===== config.mk =====
export PLATFORM = sky130hd
export DESIGN_NAME = fan_tach_monitor
export DESIGN_NICKNAME = d
export VERILOG_FILES = /design/src/rtl/tach_mon_pkg.sv /design/src/rtl/tach_edge_detect.sv /design/src/rtl/tach_period_timer.sv /design/src/rtl/tach_window_check.sv /design/src/rtl/fan_tach_monitor.sv
export SDC_FILE = /design/constraint.sdc
export NUM_CORES = 1
export LEC_CHECK = 0
export BUFFER_PORTS_ARGS = -buffer_cell sky130_fd_sc_hd__buf_2
export CORE_UTILIZATION = 55
export CTS_BUF_LIST = sky130_fd_sc_hd__clkbuf_4
export DETAILED_ROUTE_END_ITERATION = 10
export MAX_ROUTING_LAYER = met4
export PLACE_DENSITY = 0.8
export SLEW_MARGIN = 0
export SYNTH_ARGS = -nofsm -noshare
export SYNTH_HDL_FRONTEND = slang
export SYNTH_SLANG_ARGS = --single-unit

===== constraint.sdc =====
create_clock -name clk -period 4.1 [get_ports clk]
set_input_delay 0.82 -clock clk [delete_from_list [all_inputs] [get_ports clk]]
set_output_delay 0.82 -clock clk [all_outputs]
set_load 0.05 [all_outputs]

===== src/rtl/tach_mon_pkg.sv =====
package tach_mon_pkg;
    typedef enum logic {
        ST_IDLE   = 1'b0,
        ST_TIMING = 1'b1
    } timer_state_e;

    localparam int unsigned MIN_SYNC_STAGES = 2;
endpackage


===== src/rtl/tach_edge_detect.sv =====
module tach_edge_detect #(
    parameter int unsigned SYNC_STAGES = 2
) (
    input  logic clk,
    input  logic rst_n,
    input  logic tach_in,
    output logic rise_o
);
    import tach_mon_pkg::*;

    typedef struct packed {
        logic [SYNC_STAGES-1:0] chain;
        logic                   last;
    } sync_t;

    sync_t cur_q, nxt_d;

    always_comb begin
        nxt_d = cur_q;
        nxt_d.chain[0] = tach_in;
        for (int i = 1; i < int'(SYNC_STAGES); i++) begin
            nxt_d.chain[i] = cur_q.chain[i-1];
        end
        nxt_d.last = cur_q.chain[SYNC_STAGES-1];
    end

    always_ff @(posedge clk) begin
        if (!rst_n) cur_q <= '0;
        else        cur_q <= nxt_d;
    end

    assign rise_o = cur_q.chain[SYNC_STAGES-1] & ~cur_q.last;

    initial begin
        if (SYNC_STAGES < MIN_SYNC_STAGES) $error("SYNC_STAGES too small");
    end

    // a detected edge needs a low level before it, so never two in a row
    p_rise_single_r3: assert property (@(posedge clk) disable iff (!rst_n)
        rise_o |=> !rise_o);
endmodule


===== src/rtl/tach_period_timer.sv =====
module tach_period_timer #(
    parameter int unsigned CNT_W = 20
) (
    input  logic             clk,
    input  logic             rst_n,
    input  logic             en_i,
    input  logic             rise_i,
    output logic             pub_o,
    output logic             sat_o,
    output logic [CNT_W-1:0] val_o
);
    import tach_mon_pkg::*;

    localparam logic [CNT_W-1:0] CNT_MAX = {CNT_W{1'b1}};
    localparam logic [CNT_W-1:0] CNT_LAST = CNT_MAX - 1'b1;

    typedef struct packed {
        timer_state_e     st;
        logic [CNT_W-1:0] cnt;
    } timer_t;

    timer_t cur_q, nxt_d;

    always_comb begin
        nxt_d = cur_q;
        pub_o = 1'b0;
        sat_o = 1'b0;
        val_o = cur_q.cnt + 1'b1;
        if (!en_i) begin
            nxt_d.st  = ST_IDLE;
            nxt_d.cnt = '0;
        end else if (rise_i) begin
            pub_o     = (cur_q.st == ST_TIMING);
            nxt_d.st  = ST_TIMING;
            nxt_d.cnt = '0;
        end else if (cur_q.st == ST_TIMING) begin
            if (cur_q.cnt == CNT_LAST) begin
                pub_o     = 1'b1;
                sat_o     = 1'b1;
                nxt_d.st  = ST_IDLE;
                nxt_d.cnt = '0;
            end else begin
                nxt_d.cnt = cur_q.cnt + 1'b1;
            end
        end
    end

    always_ff @(posedge clk) begin
        if (!rst_n) cur_q <= '{st: ST_IDLE, cnt: '0};
        else        cur_q <= nxt_d;
    end

    // an edge while idle only arms the timer from zero
    p_arm_on_edge_r2: assert property (@(posedge clk) disable iff (!rst_n)
        (en_i && rise_i && cur_q.st == ST_IDLE) |=> (cur_q.st == ST_TIMING && cur_q.cnt == '0));

    // the running count never reaches the ceiling itself
    p_no_overflow_r6: assert property (@(posedge clk) disable iff (!rst_n)
        (cur_q.st == ST_TIMING) |-> (cur_q.cnt != CNT_MAX));

    // after saturation the timer is idle
    p_sat_idles_r6: assert property (@(posedge clk) disable iff (!rst_n)
        sat_o |=> (cur_q.st == ST_IDLE));
endmodule


===== src/rtl/tach_window_check.sv =====
module tach_window_check #(
    parameter int unsigned CNT_W = 20
) (
    input  logic [CNT_W-1:0] val_i,
    input  logic [CNT_W-1:0] nominal_i,
    input  logic [CNT_W-1:0] slack_i,
    output logic             outside_o
);
    localparam int unsigned EXT_W = CNT_W + 1;

    logic [EXT_W-1:0] upper;
    logic [EXT_W-1:0] val_plus_slack;
    logic             too_low;
    logic             too_high;

    always_comb begin
        upper          = EXT_W'(nominal_i) + EXT_W'(slack_i);
        val_plus_slack = EXT_W'(val_i) + EXT_W'(slack_i);
        too_low        = val_plus_slack < EXT_W'(nominal_i);
        too_high       = EXT_W'(val_i) > upper;
        outside_o      = (nominal_i != '0) && (too_low || too_high);
    end

    // a zero nominal never flags
    always_comb begin
        if (nominal_i == '0) a_zero_nominal_r5: assert (!outside_o);
    end
endmodule


===== src/rtl/fan_tach_monitor.sv =====
module fan_tach_monitor #(
    parameter int unsigned CNT_W       = 20,
    parameter int unsigned SYNC_STAGES = 2
) (
    input  logic             clk,
    input  logic             rst_n,
    input  logic             en,
    input  logic             tach_in,
    input  logic [CNT_W-1:0] expect_period,
    input  logic [CNT_W-1:0] tolerance,
    output logic [CNT_W-1:0] meas_period,
    output logic             meas_event,
    output logic             fault_event
);
    logic             rise;
    logic             pub;
    logic             sat;
    logic [CNT_W-1:0] val;
    logic             outside;

    tach_edge_detect #(.SYNC_STAGES(SYNC_STAGES)) u_edge (
        .clk     (clk),
        .rst_n   (rst_n),
        .tach_in (tach_in),
        .rise_o  (rise)
    );

    tach_period_timer #(.CNT_W(CNT_W)) u_timer (
        .clk    (clk),
        .rst_n  (rst_n),
        .en_i   (en),
        .rise_i (rise),
        .pub_o  (pub),
        .sat_o  (sat),
        .val_o  (val)
    );

    tach_window_check #(.CNT_W(CNT_W)) u_window (
        .val_i     (val),
        .nominal_i (expect_period),
        .slack_i   (tolerance),
        .outside_o (outside)
    );

    typedef struct packed {
        logic [CNT_W-1:0] meas;
        logic             evt;
        logic             flt;
    } out_t;

    out_t out_q, out_d;

    always_comb begin
        out_d     = out_q;
        out_d.evt = 1'b0;
        out_d.flt = 1'b0;
        if (!en) begin
            out_d.meas = '0;
        end else if (pub) begin
            out_d.meas = val;
            out_d.evt  = 1'b1;
            out_d.flt  = sat | outside;
        end
    end

    always_ff @(posedge clk) begin
        if (!rst_n) out_q <= '0;
        else        out_q <= out_d;
    end

    assign meas_period = out_q.meas;
    assign meas_event  = out_q.evt;
    assign fault_event = out_q.flt;

    // fault only alongside a measurement
    p_fault_with_meas_r8: assert property (@(posedge clk) disable iff (!rst_n)
        fault_event |-> meas_event);

    // single-cycle event
    p_evt_single_r8: assert property (@(posedge clk) disable iff (!rst_n)
        meas_event |=> !meas_event);

    // disabled monitor is cleared and silent
    p_disabled_quiet_r7: assert property (@(posedge clk) disable iff (!rst_n)
        !en |=> (meas_period == '0 && !meas_event && !fault_event));

    // a published interval is never zero
    p_nonzero_meas_r3: assert property (@(posedge clk) disable iff (!rst_n)
        meas_event |-> (meas_period != '0));

    // value holds between events while enabled
    p_hold_r3: assert property (@(posedge clk) disable iff (!rst_n)
        (en && !meas_event) |=> (!meas_event -> $stable(meas_period)) or meas_event or !en);
endmodule


# [Word level (Yosys, flattened, before mapping)]
# Index checks and enable logic that the tools add are counted.
[op_classes] addsub=3 multipliers=0 div_mod_pow=0 magnitude_cmp=2 eq_ne=1 shifts=0 n_mux=11 n_bitwise=5 reduce_logical=6
[ops] operator="adder 20 x 20 -> 21 bit" n=2
[ops] operator="two-way mux 21 bit" n=2
[ops] operator="> comparator 20 x 21 -> 1 bit" n=1
[ops] operator="less-than comparator 21 x 20 -> 1 bit" n=1
[ops] operator="adder 20 x 1 -> 20 bit (second input constant)" n=1
[ops] operator="== test 20 bit (second input constant)" n=1
[ops] operator="two-way mux 20 bit" n=1
[ops] operator="nonzero test 20 bit" n=1
[ops] operator="two-way mux 1 bit" n=7
[ops] operator="NOT 1 bit" n=3
[ops] operator="AND reduction 3 bit" n=1
[ops] operator="OR reduction 3 bit" n=1
[ops] operator="two-way mux 2 bit" n=1
[ops] operator="AND reduction 2 bit" n=1
[ops] operator="bitwise AND 1 bit" n=1
[ops] operator="logical AND 1 bit" n=1
[ops] operator="logical OR 1 bit" n=1
[ops] operator="bitwise OR 1 bit" n=1
[word_totals] ff_bits=46 latchBits=0 ramBits=0 mem_bits_ro=0 memories=0

# [Depth between registers and ports, before layout]
[logic_depth] word_depth=7 depth_mapped=23 mapped_depth_nobuf=23

# [Modules after synthesis]
# Synthesis repeated with hierarchy kept, for this count alone.
[hier_totals] hier_cells=644 hier_area_um2=5223.8
[by_module_without_submodules] mod="tach_window_check" instances=1 cells_per_inst=383 area_per_inst_um2=2896.5 seq_area_each_um2=0.0
[by_module_without_submodules] mod="tach_period_timer" instances=1 cells_per_inst=185 area_per_inst_um2=1470.2 seq_area_each_um2=420.4
[by_module_without_submodules] mod="fan_tach_monitor" instances=1 cells_per_inst=69 area_per_inst_um2=764.5 seq_area_each_um2=440.4
[by_module_without_submodules] mod="tach_edge_detect" instances=1 cells_per_inst=7 area_per_inst_um2=92.6 seq_area_each_um2=60.1

# [Worst setup path after synthesis]
# No wires, ideal clock.
[synth_timing] path_kind="reg-to-reg" start="register u_timer.cur_q[0] (netlist bit)" end="register out_q, in the netlist fault_event" setup_ps=74 arrival_time_ps=4322 setup_slack_ps=-296 stages_incl_launch_ff=23 path_cell_list="dfxtp_1 -> ha_1 -> nand3_1 -> inv_1 -> nand3_1 -> xnor2_1 -> ha_1 -> or2_2 -> a21oi_1 -> a211oi_1 -> o21a_1 -> o21a_1 -> nor2_1 -> xnor2_1 -> ha_1 -> a211oi_1 -> o211ai_1 -> a2111oi_0 -> o2111ai_1 -> a41o_1 -> a21oi_1 -> o211ai_1 -> a31oi_1"
[synth_between] elab_chain_cells=6 elab_cells_between_ends=15 cone_classes="add/sub (2); order compare (2); eq/ne (1); mux (6); bitwise (1); reduce/logical (3)"
[synth_rtl] item="start: declaration" line_no="tach_period_timer.sv:22" source="timer_t cur_q, nxt_d;"
[synth_rtl] item="start signal: assignment" line_no="tach_period_timer.sv:49" source="if (!rst_n) cur_q <= '{st: ST_IDLE, cnt: '0};"
[synth_rtl] item="start signal: assignment" line_no="tach_period_timer.sv:50" source="else cur_q <= nxt_d;"
[synth_rtl] item="adder 20 x 1 -> 20 bit (*)" line_no="tach_period_timer.sv:28" source="val_o = cur_q.cnt + 1'b1;"
[synth_rtl] item="via u_timer.val_o[6]" line_no="tach_period_timer.sv:10" source="output logic [CNT_W-1:0] val_o"
[synth_rtl] item="adder 20 x 20 -> 21 bit" line_no="tach_window_check.sv:18" source="val_plus_slack = EXT_W'(val_i) + EXT_W'(slack_i);"
[synth_rtl] item="less-than comparator 21 x 20 -> 1 bit" line_no="tach_window_check.sv:19" source="too_low = val_plus_slack < EXT_W'(nominal_i);"
[synth_rtl] item="logical OR 1 bit (*)" line_no="tach_window_check.sv:21" source="outside_o = (nominal_i != '0) && (too_low || too_high);"
[synth_rtl] item="logical AND 1 bit (*)" line_no="tach_window_check.sv:21"
[synth_rtl] item="bitwise OR 1 bit (*)" line_no="fan_tach_monitor.sv:62" source="out_d.flt = sat | outside;"
[synth_rtl] item="end signal: assignment" line_no="fan_tach_monitor.sv:68" source="else out_q <= out_d;"
[synth_rtl] item="end: declaration" line_no="fan_tach_monitor.sv:51" source="out_t out_q, out_d;"
# The timed path passes the listed nets; every way through them passes the cells marked *.
# A chain may end at the register's enable or synchronous reset.

# [Worst setup path in the final report]
# Ends and elaborated chain as after synthesis.

==> results.cfg <==
[critical_path]
cp-end-kind = flop
cp_data_arrival_time_ns = 4.72
path_class = reg2reg
slowest_stage = dfxtp_4
worstPathRequired_ns = 4.40
cpPeakStageDelay_ns = 0.41
critPathMaxFanout = 5
start_kind = flop
path_cells = nand4_1 -> buf_4 -> nor2_4 -> nand3_2 -> xnor2_2 -> ha_1 -> buf_4 -> nand3_1 -> nand2_1 -> o21a_1 -> o21a_1 -> nor2_1 -> xnor2_1 -> ha_1 -> a211oi_2 -> o211ai_1 -> a2111oi_2 -> o2111ai_2 -> a41o_1 -> a21oi_2 -> o211ai_1 -> a31oi_1

[sta]
setup_viol = 1
worst_pin_slew_ns = 1.00
slew_violations = 0
fin_ws_ns = -0.315
maxSlewHeadroom_pct = 33.1
skew_ns = 0.0234
hold_viol = 0
min_period_ns = 4.42
timing.final.crit_share_pct = 108
max_freq_mhz = 226
rsz0062_at_grt = true

[logic_synthesis]
netlist_instances = 607
synth_top_area_share_pct = 21.7
ys_seq_elements = 46
yosysUniqueCellTypes = 55
syn_nets = 737
async_reset_ff_share_pct = 0
seq_area_frac_synth_pct = 19.0
synth-edff-count = 0
yosys_warnings = 0
synth_area_per_cell_um2 = 7.96
synth_area_um2 = 4830
synth_top_cells_by_area = ha_1 (22%), dfxtp_1 (19%), nor2_1 (5.7%)
synth_ff_type = dfxtp_1
synth_top_area_cell = ha_1

[layout]
diodes = 0
final_cells = 881
fin_nets = 905
syn_to_final_growth_pct = 32.0
drive_above_1_share_pct = 32.9

[route]
drt_iter0_drc = 258
drc = 0
wl_um = 14700
num_vias = 5149
ant_nets = 0
wire_per_inst_um = 16.7
via_per_inst = 5.84
dr.pass1.iters = 5

[placed_design]
portBuffers = 65
place_congestion = 0.943
dpl.cell_count = 858
pre_cts_ws_ns = -0.713
dp_hpwl_um = 11400

[clock_network]
cts.root.buffer_cell = clkbuf_4
postCtsHoldBufs = 0
cts_tree = done
cts_sinks = 46
cts.htree.levels = 2
clk_path_buf_depth = 2
clk_latency_ns = 0.36
cts_buffers = 5
path_clk_slew_ns = 0.14

[pwr]
p_switching_mw = 0.361
seq_power_share_pct = 42.1
p_int_mw = 0.705
power.density_nw_per_um2 = 167
vdd_drop_max_uv = 255
p_leak_nw = 3.25
clkPwrFrac_pct = 20.2
total_power_mw = 1.07
sw_frac_of_total_pct = 33.9
power_frac_comb_pct = 37.8

[hold_path]
hp-class = reg2reg

[flow_run]
cap_violations = 0

[die]
rows = 33
die_w_um = 95.8
dieArea_um2 = 9170
ios = 66
core_um2 = 8340
start_util_pct = 58.0
die_h_um = 95.8

[global_route]
grt_first_pass_wirelength_um = 24000
grt-ovfl-total = 0
grt_max_degree = 32
grt_use_total_pct = 34.7
grt_pass1_vias = 5156
antenna_found_initial = 0

[outcome]
failed_checks = negative setup slack
outcome = finished, violations left
-- area by class of cell --
cell class / instances / area (µm²)
clock buffers: 6 / 45.0
clock inverters: 2 / 8.76
fillers: 615 / 1960
inverters: 31 / 119
multi-input cells: 517 / 3990
flip-flops and latches: 46 / 941
well taps: 105 / 131
repair buffers: 174 / 1150
-- power groups by stage --
stage | combinational, mW | clock [mW] | sequential, mW
4_1_cts | 0.390 | 0.220 | 0.449
2_1_floorplan | 0.237 | 0 | 0.459
3_5_place_dp | 0.376 | 0 | 0.459
6_report | 0.403 | 0.215 | 0.448
3_3_place_gp | 0.360 | 0 | 0.459
5_1_grt | 0.441 | 0.236 | 0.449
-- sequential cells by signal (all words and copies together) (netlist names) --
register and cells:
u_timer.cur_q 21, meas_period 20, u_edge.cur_q 3, fault_event 1
meas_event 1
-- synth_stat cells, types with 3 or more instances --
| master | n |
|---|---|
| o2111ai_1 | 4 |
| a31oi_1 | 9 |
| xor2_1 | 22 |
| nor4_1 | 10 |
| o21bai_1 | 4 |
| nor3_2 | 18 |
| clkbuf_1 | 8 |
| a21oi_1 | 51 |
| o21a_1 | 7 |
| nor3_1 | 4 |
| a211oi_1 | 5 |
| ha_1 | 84 |
| and3_1 | 10 |
| nand4_1 | 15 |
| nand2_1 | 31 |
| nand2b_1 | 13 |
| dfxtp_1 | 46 |
| o21ai_0 | 23 |
| nand3_1 | 26 |
| inv_1 | 31 |
| xnor2_1 | 30 |
| buf_6 | 3 |
| a21o_1 | 19 |
| nor2b_1 | 21 |
| and2_1 | 4 |
| nor2_1 | 74 |
-- cells in the final DEF (no fill, tap or decap), drive strengths merged, types with 23 or more instances in the layout --
cell type / count
nand3: 27
xnor2: 30
buf: 174
o21ai: 23
dfxtp: 46
nand2: 34
a21oi: 52
nor2: 74
inv: 31
ha: 84
-- per-layer routing --
metal	share of wire, %	track usage, %	up-vias
met4	2.8	12.9	0
met5	0	-	-
met3	5.2	3.32	37
met2	49	59.7	194
li1	-	-	2519
met1	43	42.2	2399
-- final timing paths --
path | slack, ns | depth (start not counted) | from | to
worst max-delay path | -0.32 | 22 | u_timer.cur_q[0] | fault_event
worst min-delay path | 0.45 | 1 | u_edge.cur_q[1] | u_edge.cur_q[2]
worst max register to register | -0.32 | 22 | u_timer.cur_q[0] | fault_event
worst min register to register | 0.45 | 1 | u_edge.cur_q[1] | u_edge.cur_q[2]
-- what timing repair did --
| action | in CTS | in global routing |
|---|---|---|
| endpoints found under the setup margin | 1 | 1 |
| pin swaps | 31 | 8 |
| gates cloned | 0 | 0 |
| resized for setup | 32 | 3 |
| setup buffers | 12 | 3 |
-- stage by stage --
step	util, %	TNS [ns]	hold slack [ns]	cell area [µm²]
after floorplan	-	0	0.412	4960
final	76.5	-0.315	0.449	6380
after CTS	76.2	-0.136	0.448	6350
after global routing	76.5	-0.529	0.456	6380
after detailed placement	72.5	-0.713	0.432	6050
after global placement	72.5	-0.448	0.415	6050
-- cells by family after synthesis --
group           share of synthesized area, %
flops                                   19.0
buf+inv                                 3.93
fa+ha+maj                               22.6
mux                                    0.233
simple gates                            27.0
xor+xnor                                9.42
compound gates                          17.8
-- worst max-delay path: cells and delay by family (launching register included) --
kind | cells | cell delay [ns]
AOI/OAI and AO/OA | 10 | 1.98
xor gates and xnor gates | 2 | 0.37
adders and majority gates | 2 | 0.58
buffers and inverters | 2 | 0.36
DFF | 1 | 0.41
and+or+nand+nor | 6 | 0.66
(Power assumes the default switching activity.)
